### src/rtl/bsup_pkg.sv
package bsup_pkg;
  typedef enum logic [1:0] {
    END_NONE  = 2'b00,
    END_LEN   = 2'b01,
    END_QUAL  = 2'b10,
    END_ABORT = 2'b11
  } end_cause_t;
endpackage

### src/rtl/bsup_len_ctr.sv
module bsup_len_ctr #(
  parameter int CW = 16
) (
  input  logic          clk,
  input  logic          rst,
  input  logic          clr,
  input  logic          step,
  input  logic [CW-1:0] limit_cfg,
  output logic          last
);
  localparam logic [CW-1:0] CMAX = '1;
  localparam logic [CW:0]   ONE  = {{CW{1'b0}}, 1'b1};
  localparam logic [CW:0]   TWO  = {{(CW-1){1'b0}}, 2'b10};

  logic [CW-1:0] cnt_q;
  logic [CW:0]   cnt_nxt;
  logic [CW:0]   target;

  assign cnt_nxt = {1'b0, cnt_q} + ONE;
  assign target  = {1'b0, limit_cfg} - TWO;
  assign last    = step && (cnt_nxt == target);

  always_ff @(posedge clk) begin
    if (rst || clr) cnt_q <= '0;
    else if (step && cnt_q != CMAX) cnt_q <= cnt_q + 1'b1;
  end
endmodule

### src/rtl/bsup_miss_ctr.sv
module bsup_miss_ctr #(
  parameter int MW = 4
) (
  input  logic          clk,
  input  logic          rst,
  input  logic          clr,
  input  logic          miss,
  input  logic [MW-1:0] limit,
  output logic          trip
);
  logic [MW-1:0] cnt_q;
  logic          at_lim;

  assign at_lim = (cnt_q == limit);
  assign trip   = miss && at_lim;

  always_ff @(posedge clk) begin
    if (rst || clr) cnt_q <= '0;
    else if (miss && !at_lim) cnt_q <= cnt_q + 1'b1;
  end

  AST_MISS_BOUND: assert property (@(posedge clk) disable iff (rst)
    !clr |-> cnt_q <= limit);
endmodule

### src/rtl/burst_supervisor.sv
module burst_supervisor
  import bsup_pkg::*;
#(
  parameter int LEN_W  = 16,
  parameter int MISS_W = 4
) (
  input  logic              clk,
  input  logic              rst,
  input  logic              acq_det,
  input  logic              sym_strb,
  input  logic              sym_miss,
  input  logic              abort,
  input  logic [LEN_W-1:0]  len_cfg,
  input  logic [MISS_W-1:0] miss_lim,
  input  logic              len_off,
  input  logic              qual_off,
  output logic              tracking,
  output logic              eob,
  output logic [1:0]        eob_cause
);
  localparam logic [LEN_W-1:0] LEN_MIN = LEN_W'(3);

  logic       trk_q, trk_d;
  logic       eob_q, eob_d;
  end_cause_t cause_q, cause_d;
  logic       step, miss, last, trip, clr_cnt;

  assign clr_cnt = !trk_q;
  assign step    = trk_q && sym_strb;
  assign miss    = step && sym_miss;

  bsup_len_ctr #(.CW(LEN_W)) u_len (
    .clk(clk), .rst(rst), .clr(clr_cnt), .step(step),
    .limit_cfg(len_cfg), .last(last)
  );

  bsup_miss_ctr #(.MW(MISS_W)) u_miss (
    .clk(clk), .rst(rst), .clr(clr_cnt), .miss(miss),
    .limit(miss_lim), .trip(trip)
  );

  always_comb begin
    trk_d   = trk_q;
    eob_d   = 1'b0;
    cause_d = END_NONE;
    if (abort) begin
      trk_d = 1'b0;
      if (trk_q) begin
        eob_d   = 1'b1;
        cause_d = END_ABORT;
      end
    end else if (!trk_q) begin
      if (acq_det) trk_d = 1'b1;
    end else if (!qual_off && trip) begin
      trk_d   = 1'b0;
      eob_d   = 1'b1;
      cause_d = END_QUAL;
    end else if (!len_off && last) begin
      trk_d   = 1'b0;
      eob_d   = 1'b1;
      cause_d = END_LEN;
    end
  end

  always_ff @(posedge clk) begin
    if (rst) begin
      trk_q   <= 1'b0;
      eob_q   <= 1'b0;
      cause_q <= END_NONE;
    end else begin
      trk_q   <= trk_d;
      eob_q   <= eob_d;
      cause_q <= cause_d;
    end
  end

  assign tracking  = trk_q;
  assign eob       = eob_q;
  assign eob_cause = cause_q;

  AST_LEN_CFG_LEGAL: assert property (@(posedge clk) disable iff (rst)
    (trk_q && !len_off) |-> len_cfg >= LEN_MIN);
  AST_EOB_FROM_TRACK: assert property (@(posedge clk) disable iff (rst)
    eob |-> $past(trk_q));
  AST_CAUSE_IDLE: assert property (@(posedge clk) disable iff (rst)
    !eob |-> eob_cause == END_NONE);
  AST_EOB_SINGLE: assert property (@(posedge clk) disable iff (rst)
    eob |=> !eob);
  AST_ABORT_WINS: assert property (@(posedge clk) disable iff (rst)
    (abort && trk_q) |=> (eob && eob_cause == END_ABORT && !tracking));
  AST_IDLE_ABORT_QUIET: assert property (@(posedge clk) disable iff (rst)
    (abort && !trk_q) |=> (!eob && !tracking));
  AST_NO_LEN_WHEN_OFF: assert property (@(posedge clk) disable iff (rst)
    (trk_q && len_off) |=> eob_cause != END_LEN);
  AST_NO_QUAL_WHEN_OFF: assert property (@(posedge clk) disable iff (rst)
    (trk_q && qual_off) |=> eob_cause != END_QUAL);
endmodule

### config.mk
export PLATFORM = sky130hd
export DESIGN_NAME = burst_supervisor
export DESIGN_NICKNAME = d
export VERILOG_FILES = /design/src/rtl/bsup_pkg.sv /design/src/rtl/bsup_len_ctr.sv /design/src/rtl/bsup_miss_ctr.sv /design/src/rtl/burst_supervisor.sv
export SDC_FILE = /design/constraint.sdc
export NUM_CORES = 1
export LEC_CHECK = 0
export BUFFER_PORTS_ARGS = -buffer_cell sky130_fd_sc_hd__buf_2
export CAP_MARGIN = 30
export CORE_ASPECT_RATIO = 0.75
export CORE_UTILIZATION = 30
export CTS_CLUSTER_DIAMETER = 80
export DETAILED_ROUTE_END_ITERATION = 7
export PLACE_DENSITY = 0.58
export SYNTH_ARGS = -nofsm -noshare
export SYNTH_HDL_FRONTEND = slang
export SYNTH_HIERARCHICAL = 1
export SYNTH_SLANG_ARGS = --single-unit
export TNS_END_PERCENT = 1
### constraint.sdc
create_clock -name clk -period 3.4 [get_ports clk]
set_input_delay 0.34 -clock clk [delete_from_list [all_inputs] [get_ports clk]]
set_output_delay 0.34 -clock clk [all_outputs]
set_load 0.01 [all_outputs]
## After elaboration in Yosys (flattened, before gate mapping)

Index checks and enable logic that the tools add are counted.

| word-level totals | value |
|---|---|
| flip-flop bits (word level) | 24 |
| bits of input ports | 28 |
| output and inout port bits | 4 |
| logic and storage cells | 40 |

| cells by class | value |
|---|---|
| $add $sub $neg | 4 |
| equality and inequality tests | 3 |
| muxes and demuxes | 14 |
| reduce and logical (&&, ||, !) cells | 14 |

Operator list:

| kind | number |
|---|---|
| 16-bit by 1-bit adder with 17-bit output (second input constant) | 1 |
| 17-bit equality test | 1 |
| 16-bit by 2-bit subtractor with 17-bit output (second input constant) | 1 |
| 16-bit by 1-bit adder with 16-bit output (second input constant) | 1 |
| 16-bit inequality test (second input constant) | 1 |
| 1-bit 2-to-1 mux | 10 |
| 1-bit logical AND | 8 |
| 2-bit 2-to-1 mux | 4 |
| 4-bit by 1-bit adder with 4-bit output (second input constant) | 1 |
| 4-bit equality test | 1 |
| 1-bit logical NOT | 4 |
| 2-bit OR reduction | 1 |
| 1-bit logical OR | 1 |

## Depth between registers and ports, before layout

Gate-level depths: netlist of the first run.

| logic depth | value |
|---|---|
| depth after elaboration | 8 |
| gate-level depth with buffers | 11 |
| mapped depth without buffers | 11 |

## Modules after synthesis

Netlist of the first run, hierarchy kept.

Modules (own cells, without submodules):

| module | instances | cells each | area an instance (um2) | seq. area each (um2) |
|---|---|---|---|---|
| bsup_len_ctr | 1 | 184 | 1531.5 | 320.3 |
| bsup_miss_ctr | 1 | 27 | 252.7 | 80.1 |
| burst_supervisor | 1 | 20 | 177.7 | 80.1 |

## Least setup slack after synthesis of the first run

OpenSTA, ideal clock, no wires.

| path | value |
|---|---|
| path kind | input to register |
| from | in len_cfg[1] |
| to | reg trk_q, in the netlist tracking |
| library setup time | 115 ps |
| arrival | 2585 ps |
| required time | 3285 ps |
| path slack | 700 ps |
| cell stages on the path | 11 |
| buffers on the path | 0 |
| cells stage by stage | inv_1 -> ha_1 -> nor4b_2 -> nand3_1 -> xor3_1 -> or3b_1 -> a22o_1 -> a2111oi_2 -> nor2b_1 -> o31ai_1 -> nor3b_2 |

| on the way | value |
|---|---|
| longest elaborated chain between the ends | 7 |

RTL lines:

| item | RTL line | source |
|---|---|---|
| from (decl) | burst_supervisor.sv:13 | `input logic [LEN_W-1:0] len_cfg,` |
| 16-bit by 2-bit subtractor with 17-bit output | bsup_len_ctr.sv:20 | `assign target = {1'b0, limit_cfg} - TWO;` |
| 17-bit equality test | bsup_len_ctr.sv:21 | `assign last = step && (cnt_nxt == target);` |
| 1-bit logical AND | bsup_len_ctr.sv:21 |  |
| via last | burst_supervisor.sv:26 | `logic step, miss, last, trip, clr_cnt;` |
| 1-bit logical AND | burst_supervisor.sv:58 | `end else if (!len_off && last) begin` |
| 1-bit 2-to-1 mux | burst_supervisor.sv:58 |  |
| 1-bit 2-to-1 mux | burst_supervisor.sv:54 | `end else if (!qual_off && trip) begin` |
| 1-bit 2-to-1 mux | burst_supervisor.sv:52 | `end else if (!trk_q) begin` |
| to (signal assigned) | burst_supervisor.sv:71 | `trk_q <= trk_d;` |
| to (decl) | burst_supervisor.sv:23 | `logic trk_q, trk_d;` |

The timed path passes the listed nets, and every way through them passes these cells.
A chain may end at the register's enable or synchronous reset.

## Worst setup path in the final report of the first run

| path | value |
|---|---|
| from | reg u_len.cnt_q[0] |
| to | reg trk_q, in the netlist tracking |

| on the way | value |
|---|---|
| longest elaborated chain between the ends | 7 |

RTL lines:

| item | RTL line | source |
|---|---|---|
| from (decl) | bsup_len_ctr.sv:15 | `logic [CW-1:0] cnt_q;` |
| from (signal assigned) | bsup_len_ctr.sv:25 | `else if (step && cnt_q != CMAX) cnt_q <= cnt_q + 1'b1;` |
| 16-bit by 1-bit adder with 17-bit output | bsup_len_ctr.sv:19 | `assign cnt_nxt = {1'b0, cnt_q} + ONE;` |
| 17-bit equality test | bsup_len_ctr.sv:21 |  |
| 1-bit logical AND | bsup_len_ctr.sv:21 |  |
| via last | burst_supervisor.sv:26 |  |
| 1-bit logical AND | burst_supervisor.sv:58 |  |
| 1-bit 2-to-1 mux | burst_supervisor.sv:58 |  |
| 1-bit 2-to-1 mux | burst_supervisor.sv:54 |  |
| 1-bit 2-to-1 mux | burst_supervisor.sv:52 |  |

The timed path passes the listed nets, and every way through them passes these cells.

==> run summary, run 1 <==
The number of nets in the final layout is 293. The path type of the worst setup path is flop to flop. Number of global-route vias before repair: 1481. Leaving out fill and tap cells, the most frequent cells in the layout are buf_2, nor2_1, xnor2_1. The tools report the total congestion overflow as 0. The tools report the startpoint of the tightest hold check path as rst.

The number of buffers inserted by post-CTS setup repair came out at 0. For the maximum buffer depth of the clock tree, the log shows 2. For this block, the initial DRC count from the detailed router was 115. The logs give 0.7598 nW for the leakage power figure and 0.2934 ns for the worst hold slack. After routing the design area is 2242 µm². The Yosys step of the flow raised 6 warnings. The path class of the lowest-slack min-delay path was primary input to flop. The initialized floorplan defines 25 standard-cell rows. In this run, post-CTS hold repair placed 0 buffers. In the routed layout, each cell is associated on average with a via count of 4.904. Data on the critical path is required at its endpoint by 3.56 ns.

At the pin with the least slew margin, the transition time is 0.5141 ns. For the detailed-route via count, the log shows 1677. The tool flagged a number of max-cap violations equal to 0. The count of cells resized by post-cts repair is 0. The tree is rooted in a clkbuf_8. TritonCTS created 3 clock buffers. The area growth from synthesis to layout is 14.29%, and the number of cells in the design after placement is 338. The most used flip-flop cell after synthesis is dfxtp_1. Once placement finished, the instance area stood at 2187 µm². The first global-routing pass estimated 7058 µm of wire. For this run, the detailed router's first-pass iteration total came to 4. The synthesized netlist contains 58 unique library cells. Leaving out filler cells and counting taps, the final layout contains 342. For this design the ratio of total power to cell area is 257.4 nW/µm². Of all nets on the critical path, the largest fanout is 5. For the setup-violating endpoint count in the final report, the log shows 0. In this run the remaining antenna-violating nets after routing total 0.

The floorplan step defined a die boundary enclosing 6871 µm². The logs give 1962 µm² for the cell area after synthesis and 32 for the number of top-level design ports. The global placer's final weighted congestion was 0.8364.

The worst setup path is captured at a flop. The run gives 0 as the number of diodes added for antenna fixing. The clock sink total is 24, and the clock period minus final worst setup slack is 3.038 ns. Synthesis inferred 24 register bits. The tools report the setup total negative slack as 0 ns. The part of the Yosys area used for sequential elements is 0.2449. The worst register-to-register path begins at u_len/cnt_q[0]$_SDFFE_PP0P_.

The later pin in the worst-skew pair is clocked with a latency of 0.27 ns. For the number of pins with negative max-slew slack in the final report, the log shows 0. Derived from the worst setup path, the maximum achievable clock frequency is 329.1 MHz.

In this run the mean area of a mapped cell was 8.493 µm². For the level count of the clock H-tree, the log shows 1. The DRC violation count after routing was 0; the height of the chip was 72.04 µm. The area of the placeable core was 6319 µm²; the die boundary width was 95.38 µm. The global-route total usage across every layer is 0.1283. The count of endpoints failing hold in the final timing report is 0, and the setup skew after layout is 0.006002 ns. The wire length per cell is 12.62 µm, and the quantity of I/O buffers inserted on ports is 31. STA classifies the critical path startpoint as a flop. Setup repair after global routing left no endpoint under its margin. The most frequent standard cell in the layout excluding fill and tap cells is buf_2. The fraction of synthesis flops using an asynchronous set or reset pin is 0, and the count of mapped cells out of synthesis is 231. Yosys mapped a number of flops with a built-in enable equal to 0. Once detailed placement completed, the half-perimeter wirelength came to 3483 µm.

The clock-pin transition on the worst setup and hold timing paths came out at 0.09 ns. Startpoint of the most critical setup path: u_len/cnt_q[0]$_SDFFE_PP0P_. The tools report the maximum number of pins on one net before global-route repair as 17. Synthesis produced a netlist with a net count of 262. The worst slew margin relative to its limit came out at 0.6535. The final period utilization is 0.8936.

The starting utilization of the core area came out at 0.3105. The tools report the maximum resistive drop on vdd as 149.6 µV. Number of antenna violations at the first check in global routing: 0. Power comes to 577.1 µW. The run finished with clean final reports. Share of post-route cells with drive strength above 1: 0.2222. The run gives 4317 µm as the total wire length. TritonCTS built the clock tree. Data arrives at the worst endpoint at 3.20 ns.
==> logic make-up (layout without fill, tap and decap cells) <==
kind of cell | count (synthesis) | count (layout) | synth area share
buffers and inverters | 12 | 42 | 0.03124
XOR/XNOR | 48 | 48 | 0.2545
flip-flops | 24 | 24 | 0.2449
adder cells (fa/ha/maj) | 3 | 3 | 0.01913
AO/OA/AOI/OAI | 30 | 30 | 0.1091
AND/OR/NAND/NOR | 112 | 112 | 0.3304
multiplexers | 2 | 2 | 0.01084
==> area by class of cell <==
| class | count | area, µm² |
|---|---|---|
| inverter | 6 | 22.52 |
| sequential | 24 | 480.5 |
| timing repair buffer | 32 | 162.7 |
| clock buffer | 4 | 55.05 |
| tap | 81 | 101.3 |
| fill | 662 | 4076 |
| multi-input combinational | 195 | 1420 |
==> worst paths after layout <==
check	to	slack (ns)	depth (start not counted)
worst min register to register	u_miss/cnt_q[3]$_SDFFE_PP0P_	0.52	2
worst max-delay path	tracking$_SDFF_PP0_	0.36	10
worst min-delay path	tracking$_SDFF_PP0_	0.29	2
worst max register to register	tracking$_SDFF_PP0_	0.36	10
==> synthesized netlist by cell type, drive strengths merged (5+ instances only) <==
library cell,instances,area share
nor2,30,0.057
nand4,7,0.026
dfxtp,24,0.24
xnor2,32,0.16
nand3,16,0.041
a21oi,9,0.023
xor2,13,0.062
or2,5,0.016
inv,6,0.011
o21ai,10,0.026
nand2,10,0.019
nor3,9,0.029
buf,5,0.018
or3,10,0.032
==> stage by stage <==
stage / util / setup slack (ns)
3_3_place_gp: 0.3461 / 0.3581
6_report: 0.3549 / 0.3618
4_1_cts: 0.3549 / 0.3511
3_5_place_dp: 0.3461 / 0.2883
5_1_grt: 0.3549 / 0.1306
2_1_floorplan: - / 0.7001
==> power breakdown <==
| part | internal [mW] | switching [mW] |
|---|---|---|
| combinational | 0.0462 | 0.0498 |
| clock | 0.103 | 0.0942 |
| sequential | 0.282 | 0.00133 |
==> state kept, by name (all words and copies together) (netlist names) <==
name and flops:
eob_cause 2, u_miss/cnt_q 4, u_len/cnt_q 16, tracking 1, eob 1
==> layer usage <==
layer,GRT usage,vias up,routed length (µm)
li1,-,875,-
met1,0.1977,778,2363
met2,0.1944,22,1823
met3,0.007338,2,104
met4,0.02985,0,25
met5,0,-,0
==> critical path: stages, from the launching register on <==
cell and delay [ns]:
dfxtp_1 0.44, ha_1 0.31, nand4_1 0.21, or2_1 0.31, xnor3_1 0.33, nor4_1 0.30, nand4_1 0.18, a2111oi_2 0.34
nor2b_1 0.27, o31ai_1 0.10, nor3b_2 0.15
Power figures use the tool's default switching activity.
==> run 2, diff against run 1 <==
- CTS_BUF_LIST: not set -> sky130_fd_sc_hd__clkbuf_8
- SYNTH_HIERARCHICAL: 1 -> not set
==> run summary, run 2 <==
The die boundary width is 97.59 µm (+2.3%). The net count of the mapped netlist is 294 (+12%), and the number of top-level design ports is 32 (unchanged). The depth of the most critical reg-to-reg path was 8 (-2). The clock buffer count from CTS is 3 (unchanged).

For the level count of the clock H-tree, the log shows 1 (unchanged). The part of the Yosys area used for sequential elements was 0.2337 (-0.01118); the highest cell delay on the worst timing path was 0.55 ns (+0.11 ns). The highest achievable clock rate came out at 363.5 MHz (+10%). For the number of buffers inserted by post-CTS setup repair, the log shows 0 (unchanged). The fraction of synthesis flops using an asynchronous set or reset pin is 0 (unchanged). The flow ran to the end, and the final reports show no timing, DRC or antenna violations. The starting utilization of the core area came out at 0.3190 (+0.008534).

The tools report the critical path arrival as 2.97 ns (-0.23 ns). The tools report the floorplan row count as 25 (unchanged). Clock sink total: 24 (unchanged).

The tools report the setup-violating endpoint count in the final report as 0 (unchanged). The tools report the number of warnings printed during yosys synthesis as 0 (-6). The number of maximum-capacitance violations is 0 (unchanged). By startpoint and endpoint, the worst setup path is classified as flop to flop. The area of the die is 7191 µm² (+4.7%). For the area of the placeable core, the log shows 6444 µm² (+2.0%). Summed over all instances, the cell type with the most area after synthesis is dfxtp_1. In the layout the commonest cells are nor2_1, buf_2, xnor2_1.

The tools report the count of distinct cell types in the synthesized netlist as 49 (-16%). The transition time of the tightest slew-check pin came out at 0.8689 ns (+0.3549 ns). The power per cell area came out at 249.5 nW/µm² (-3.1%). The path class of the lowest-slack min-delay path is primary input to flop. The tools report the filler cell count as 683 (+3.2%). The flop and latch count out of synthesis was 24 (unchanged); the maximum resistive drop on vdd was 117.0 µV (-22%).

The hold path depth was 2 (unchanged); the area growth from synthesis to layout was 12.17%. Worst path required time: 3.62 ns (+0.06 ns). The logs give 0.4207 (-0.2328) for the worst slew margin relative to its limit and 0 (unchanged) for the number of diodes added for antenna fixing. For the number of global-route vias before repair, the log shows 1699 (+15%). The largest register by flop count is u_len.cnt_q.

Critical path startpoint category: a flop. The DRC violation count after routing is 0 (unchanged), and the maximum number of pins on one net before global-route repair is 25 (+8). HPWL after detailed placement: 4092 µm (+18%).

For the detailed-route via count, the log shows 1917 (+14%). The per-instance average area after synthesis came out at 7.816 µm² (-8.0%). The share of post-route cells with drive strength above 1 is 0.1459 (-0.07631), and the number of nets with antenna violations after detailed routing is 0 (unchanged). The wire length of the first global-routing pass is 8480 µm (+20%), and the mean number of vias per cell is 5.296 (+8.0%). Walking the worst path, the cells encountered are ha_1, nand4_1, nor4_1, xnor2_1, xnor2_1, a2111oi_0, and4_1, o21ba_1.

The global-route track usage on met3 is 0.02379 (+0.01645), and the first-pass iteration count of the detailed router is 4 (unchanged). The largest individual stage delay along the critical path comes from the cell dfxtp_1. Quantity of I/O buffers inserted on ports: 31 (unchanged). The tools report the clock latency on the worst-skew pair as 0.27 ns (about the same). The worst hold path begins at rst. STA classifies the critical path endpoint as a flop. The final period utilization was 0.8091 (-0.08447).

The clock root buffer master was clkbuf_8. The number of antenna violations at the first check in global routing came out at 0 (unchanged). The tools report the count of cells resized by post-cts repair as 0 (unchanged). The number of enable-type register cells in the synthesized netlist works out to 0 (unchanged). Setup repair after global routing left no endpoint under its margin.

Global placer's final weighted congestion: 0.8455 (+1.1%). Ranked by instance count, the synthesized netlist is headed by nor2_1, xnor2_1, dfxtp_1. The run gives 0 (unchanged) as the number of pins with negative max-slew slack in the final report.

Total congestion overflow: 0 (unchanged). Number of buffers added to fix hold violations after cts: 0 (unchanged). The flip-flop count of the largest register after layout is 16 (unchanged).

The proportion of netlist area held by the largest area contributor was 0.2337 (-0.01118); the clock-pin transition on the worst setup and hold timing paths was 0.09 ns (about the same). For the number of nets in the final layout, the log shows 313 (+6.8%). The most numerous cell on the critical path is xnor2_1. The clock period minus final worst setup slack was 2.751 ns (-0.2872 ns). The height of the chip was 73.69 µm (+2.3%); the setup total negative slack was 0 ns (unchanged).

By area the synthesized netlist is led by dfxtp_1, xnor2_1, xor2_1, nor2_1, nand4_1. The maximum buffer depth of the clock tree came out at 2 (unchanged). The logs give 0.2177 (+0.01997) for the met1 routing resource usage after global routing and 0.005041 ns (-0.0009609 ns) for the setup skew after layout. For the global-route met2 utilization, the log shows 0.2253 (+0.03089). The tools report the cell area after synthesis as 2056 µm² (+4.8%). Post-place setup slack: 0.4394 ns (+0.1511 ns). The path with the worst hold slack has its endpoint at tracking$_SDFF_PP0_. The startpoint identified for the worst register-to-register timing path is u_len.cnt_q[0]$_SDFFE_PP0P_. The leakage power figure was 0.8035 nW (+5.7%); the largest fanout on the critical path was 10 (+5). The violation count after the first detailed-routing iteration came out at 149 (+30%). The total wire length came out at 5197 µm (+20%). The global routing stage identified its most utilized layer as met2. The least setup slack across all paths after layout came out at 0.6490 ns (+0.2872 ns). TritonCTS built the clock tree.

For the count of endpoints failing hold in the final timing report, the log shows 0 (unchanged). The tools report the register-to-register path setup slack as 0.65 ns (+0.29 ns). The leading register cell type out of synthesis was dfxtp_1. The wire length per cell came out at 14.36 µm (+14%). In the post-synthesis netlist, the cell with the most instances is nor2_1.

For the global-route total usage across every layer, the log shows 0.1475 (+0.01916). The reg-to-reg endpoint is eob$_SDFF_PP0_. Count of mapped cells out of synthesis: 263 (+14%).
## run 2: cell type report
type	instances	area (µm²)	share of cell area
Multi-Input combinational cell	215	1480	0.6419
Sequential cell	24	480.5	0.2084
Timing Repair Buffer	33	170.2	0.07379
Tap cell	81	101.3	0.04395
Clock buffer	4	55.05	0.02387
Inverter	5	18.77	0.008139
## run 2: metal layers
metal  part of all wire  vias to the layer above
met3              0.059                        4
met4             0.0071                        0
met1               0.52                      872
li1                   -                      985
met5                  0                        -
met2               0.41                       56
## run 2: worst max-delay path, delay by kind of cell (launching register included)
kind / cells / cell delay, ns
compound gates: 2 / 0.45
xor+xnor: 2 / 0.32
fa+ha+maj: 1 / 0.39
simple gates: 3 / 0.98
flops: 1 / 0.55
## run 2: report_power, final
group          switching, mW  internal (mW)
clock network         0.0934          0.103
logic                 0.0513         0.0439
registers            0.00107          0.282
total                  0.146          0.430
## run 2: through the flow
stage / hold slack, ns / total power, mW / std cells / cell area (µm²) / util
floorplan: 0.4165 / 0.3485 / 263 / 2056 / -
global placement: 0.5186 / 0.3846 / 358 / 2251 / 0.3493
global route: 0.2394 / 0.6010 / 362 / 2306 / 0.3579
detailed placement: 0.5245 / 0.3842 / 358 / 2251 / 0.3493
finish: 0.2427 / 0.5753 / 362 / 2306 / 0.3579
CTS: 0.2321 / 0.5821 / 362 / 2306 / 0.3579
## run 2: kinds of logic (layout without fill, tap and decap cells)
logic type / count (synthesis) / in the layout / share of synthesized area
multiplexers: 3 / 3 / 0.01461
AND/OR/NAND/NOR: 131 / 131 / 0.3536
XOR/XNOR: 51 / 51 / 0.2307
buffers and inverters: 24 / 42 / 0.04626
AO/OA/AOI/OAI: 27 / 27 / 0.1029
adder cells (fa/ha/maj): 3 / 3 / 0.01826
flip-flops: 24 / 24 / 0.2337
## run 2: worst max path at each step
stage	from	to	slack (ns)
final	u_len.cnt_q[0]$_SDFFE_PP0P_	eob$_SDFF_PP0_	0.65
after global routing	u_len.cnt_q[0]$_SDFFE_PP0P_	eob$_SDFF_PP0_	0.43
after CTS	u_len.cnt_q[0]$_SDFFE_PP0P_	eob$_SDFF_PP0_	0.67
after detailed placement	len_cfg[1]	eob$_SDFF_PP0_	0.44
after global placement	len_cfg[1]	eob$_SDFF_PP0_	0.50
after floorplan	len_cfg[1]	eob$_SDFF_PP0_	0.78
==> run 3, diff against run 2 <==
- PLACE_DENSITY: 0.58 -> 0.59
- clock period: 3.4 -> 2.4 ns (I/O delays scaled with it)
==> run summary, run 3 (synthesis results as in run 2) <==
The number of top-level design ports came out at 32 (unchanged). The highest achievable clock rate was 429.5 MHz. The startpoint of the most critical setup path was len_cfg[1].

The maximum number of pins on one net before global-route repair came out at 21 (-16%). The mean number of vias per cell was 5.251 (-0.85%); the clock buffer count from CTS was 3 (unchanged). The number of cells in the design after placement was 390 (+8.9%); the number of buffers added to fix hold violations after cts was 0 (unchanged). The reg-to-reg endpoint is eob$_SDFF_PP0_. The floorplan row count came out at 25 (unchanged).

The detailed-routing wirelength on met1 came out at 2881 µm (+6.7%). The wire length on met3 is 332 µm (+7.8%), and the total congestion overflow is 0 (unchanged). The wire length per cell came out at 14.60 µm (+1.7%). The run gives 0 (unchanged) as the setup-violating endpoint count in the final report. The tools report the first-pass iteration count of the detailed router as 4 (unchanged).

The largest register by flop count is u_len.cnt_q. The starting utilization of the core area was 0.3190 (unchanged); the depth of the most critical reg-to-reg path was 7 (-1). The flow ran to the end, and the final reports show no timing, DRC or antenna violations. Top routing layer in use: met4.

In this run the critical register-to-register path is launched from u_len.cnt_q[15]$_SDFFE_PP0P_. The most critical setup path has its endpoint at eob$_SDFF_PP0_. The logs give 2.62 ns (-1.00 ns) for the worst path required time and 0 ns (unchanged) for the setup total negative slack.

The number of antenna violations at the first check in global routing is 0 (unchanged), and the largest fanout on the critical path is 5 (-5). The die boundary width was 97.59 µm (unchanged). Leaving out fill and tap cells, the most frequent cell in the layout is buf_4. The critical path arrival was 2.55 ns (-0.42 ns).

The run gives 8769 µm (+3.4%) as the wire length of the first global-routing pass. The tools report the HPWL after detailed placement as 4486 µm (+9.6%). The number of non-filler instances in the completed layout was 395 (+9.1%). The area growth from synthesis to layout is 32.38%, and the global-route total usage across every layer is 0.1527 (+0.005251).

For the setup skew after layout, the log shows 0.001797 ns (-0.003244 ns). The total wire length was 5766 µm (+11%). Leaving out fill and tap cells, the most frequent cells in the layout are buf_4, nor2_1, buf_2. The clock-pin transition on the worst setup and hold timing paths was 0.09 ns (about the same); the area of the placeable core was 6444 µm² (unchanged). The run gives 0.6002 (+0.1794) as the worst slew margin relative to its limit. The clock latency on the worst-skew pair was 0.27 ns (about the same). The height of the chip came out at 73.69 µm (unchanged).

The area of the die was 7191 µm² (unchanged); the transition time of the tightest slew-check pin was 0.5943 ns (-0.2746 ns). For the number of pins with negative max-slew slack in the final report, the log shows 0 (unchanged). The number of global-route vias before repair was 1783 (+4.9%); the maximum buffer depth of the clock tree was 2 (unchanged).

The level count of the clock H-tree is 1 (unchanged). The post-place setup slack came out at -0.2402 ns (-0.6796 ns). The worst setup path is launched from a primary input. The number of maximum-capacitance violations was 0 (unchanged). The final period utilization is 0.9702.

The tree is rooted in a clkbuf_8. Path type of the worst setup path: primary input to flop. The run gives 24 (unchanged) as the clock sink total.

The share of post-route cells with drive strength above 1 is 0.3153 (+0.1694), and the power per cell area is 342.6 nW/µm² (+37%). The tools report the register-to-register path setup slack as 0.10 ns (-0.55 ns). The length of routed met2 wiring is 2504 µm (+17%), and the leakage power figure is 1.015 nW (+26%). The tools report the count of endpoints failing hold in the final timing report as 0 (unchanged).

Clock period minus final worst setup slack: 2.328 ns. The quantity of I/O buffers inserted on ports was 31 (unchanged); the number of diodes added for antenna fixing was 0 (unchanged). The maximum resistive drop on vdd is 240.6 µV (+110%). TritonCTS built the clock tree. The violation count after the first detailed-routing iteration came out at 132 (-11%). The least setup slack across all paths after layout is 0.07151 ns (-0.5775 ns).

The DRC violation count after routing was 0 (unchanged); the detailed-route via count was 2074 (+8.2%). In this run the worst hold path is classified as primary input to flop. The type of element capturing the critical path is a flop. The number of nets in the final layout was 346 (+11%); the global placer's final weighted congestion was 0.9112 (+7.8%). For the number of nets with antenna violations after detailed routing, the log shows 0 (unchanged). In this run the most critical hold path is launched from rst. The flip-flop count of the largest register after layout works out to 16 (unchanged).
-- run 3: metal layers --
layer | vias up | GRT usage
met3 | 4 | 0.01998
li1 | 1050 | -
met1 | 971 | 0.2237
met2 | 49 | 0.2378
met4 | 0 | 0.03431
met5 | - | 0
-- run 3: critical path, cell delays in order --
cell	delay (ns)
buf_2	0.13
inv_2	0.06
ha_4	0.13
or4b_4	0.49
or3_4	0.43
nor3_1	0.17
or4bb_1	0.43
nand3_2	0.10
and4_4	0.25
o21ba_1	0.12
-- run 3: layout make-up --
class / count / area (µm²)
fillers: 667 / 3722
clock buffers: 3 / 41.29
well taps: 81 / 101.3
repair buffers: 66 / 417.9
inverters: 5 / 18.77
clock inverters: 1 / 30.03
flip-flops and latches: 24 / 483.0
multi-input cells: 215 / 1629
-- run 3: power by group --
| group | switching, mW | leakage, nW | internal [mW] |
|---|---|---|---|
| logic | 0.0862 | 0.784 | 0.0827 |
| clock network | 0.139 | 0.0357 | 0.223 |
| registers | 0.00129 | 0.195 | 0.400 |
| total | 0.227 | 1.01 | 0.706 |
-- run 3: worst min-delay path by stage --
stage | slack (ns) | end | cells past startpoint
after floorplan | 0.32 | tracking$_SDFF_PP0_ | 1
after global placement | 0.43 | tracking$_SDFF_PP0_ | 2
after detailed placement | 0.43 | tracking$_SDFF_PP0_ | 2
after CTS | 0.14 | tracking$_SDFF_PP0_ | 2
after global routing | 0.17 | tracking$_SDFF_PP0_ | 2
final | 0.18 | tracking$_SDFF_PP0_ | 2
-- run 3: per-stage QoR --
| step | util | hold slack, ns | power [mW] | cell area (µm²) |
|---|---|---|---|---|
| CTS | 0.4014 | 0.1426 | 0.9209 | 2586 |
| global placement | 0.3891 | 0.4270 | 0.5634 | 2507 |
| global route | 0.4223 | 0.1722 | 0.9633 | 2721 |
| finish | 0.4223 | 0.1782 | 0.9323 | 2721 |
| floorplan | - | 0.3170 | 0.4971 | 2078 |
| detailed placement | 0.3891 | 0.4294 | 0.5646 | 2507 |
-- run 3: timing repair --
| action | 4_1_cts | 5_1_grt |
|---|---|---|
| gates resized for setup | 2 | 24 |
| pin swaps | 0 | 3 |
| endpoints found under the setup margin | 2 | 3 |
| buffers inserted | 0 | 1 |
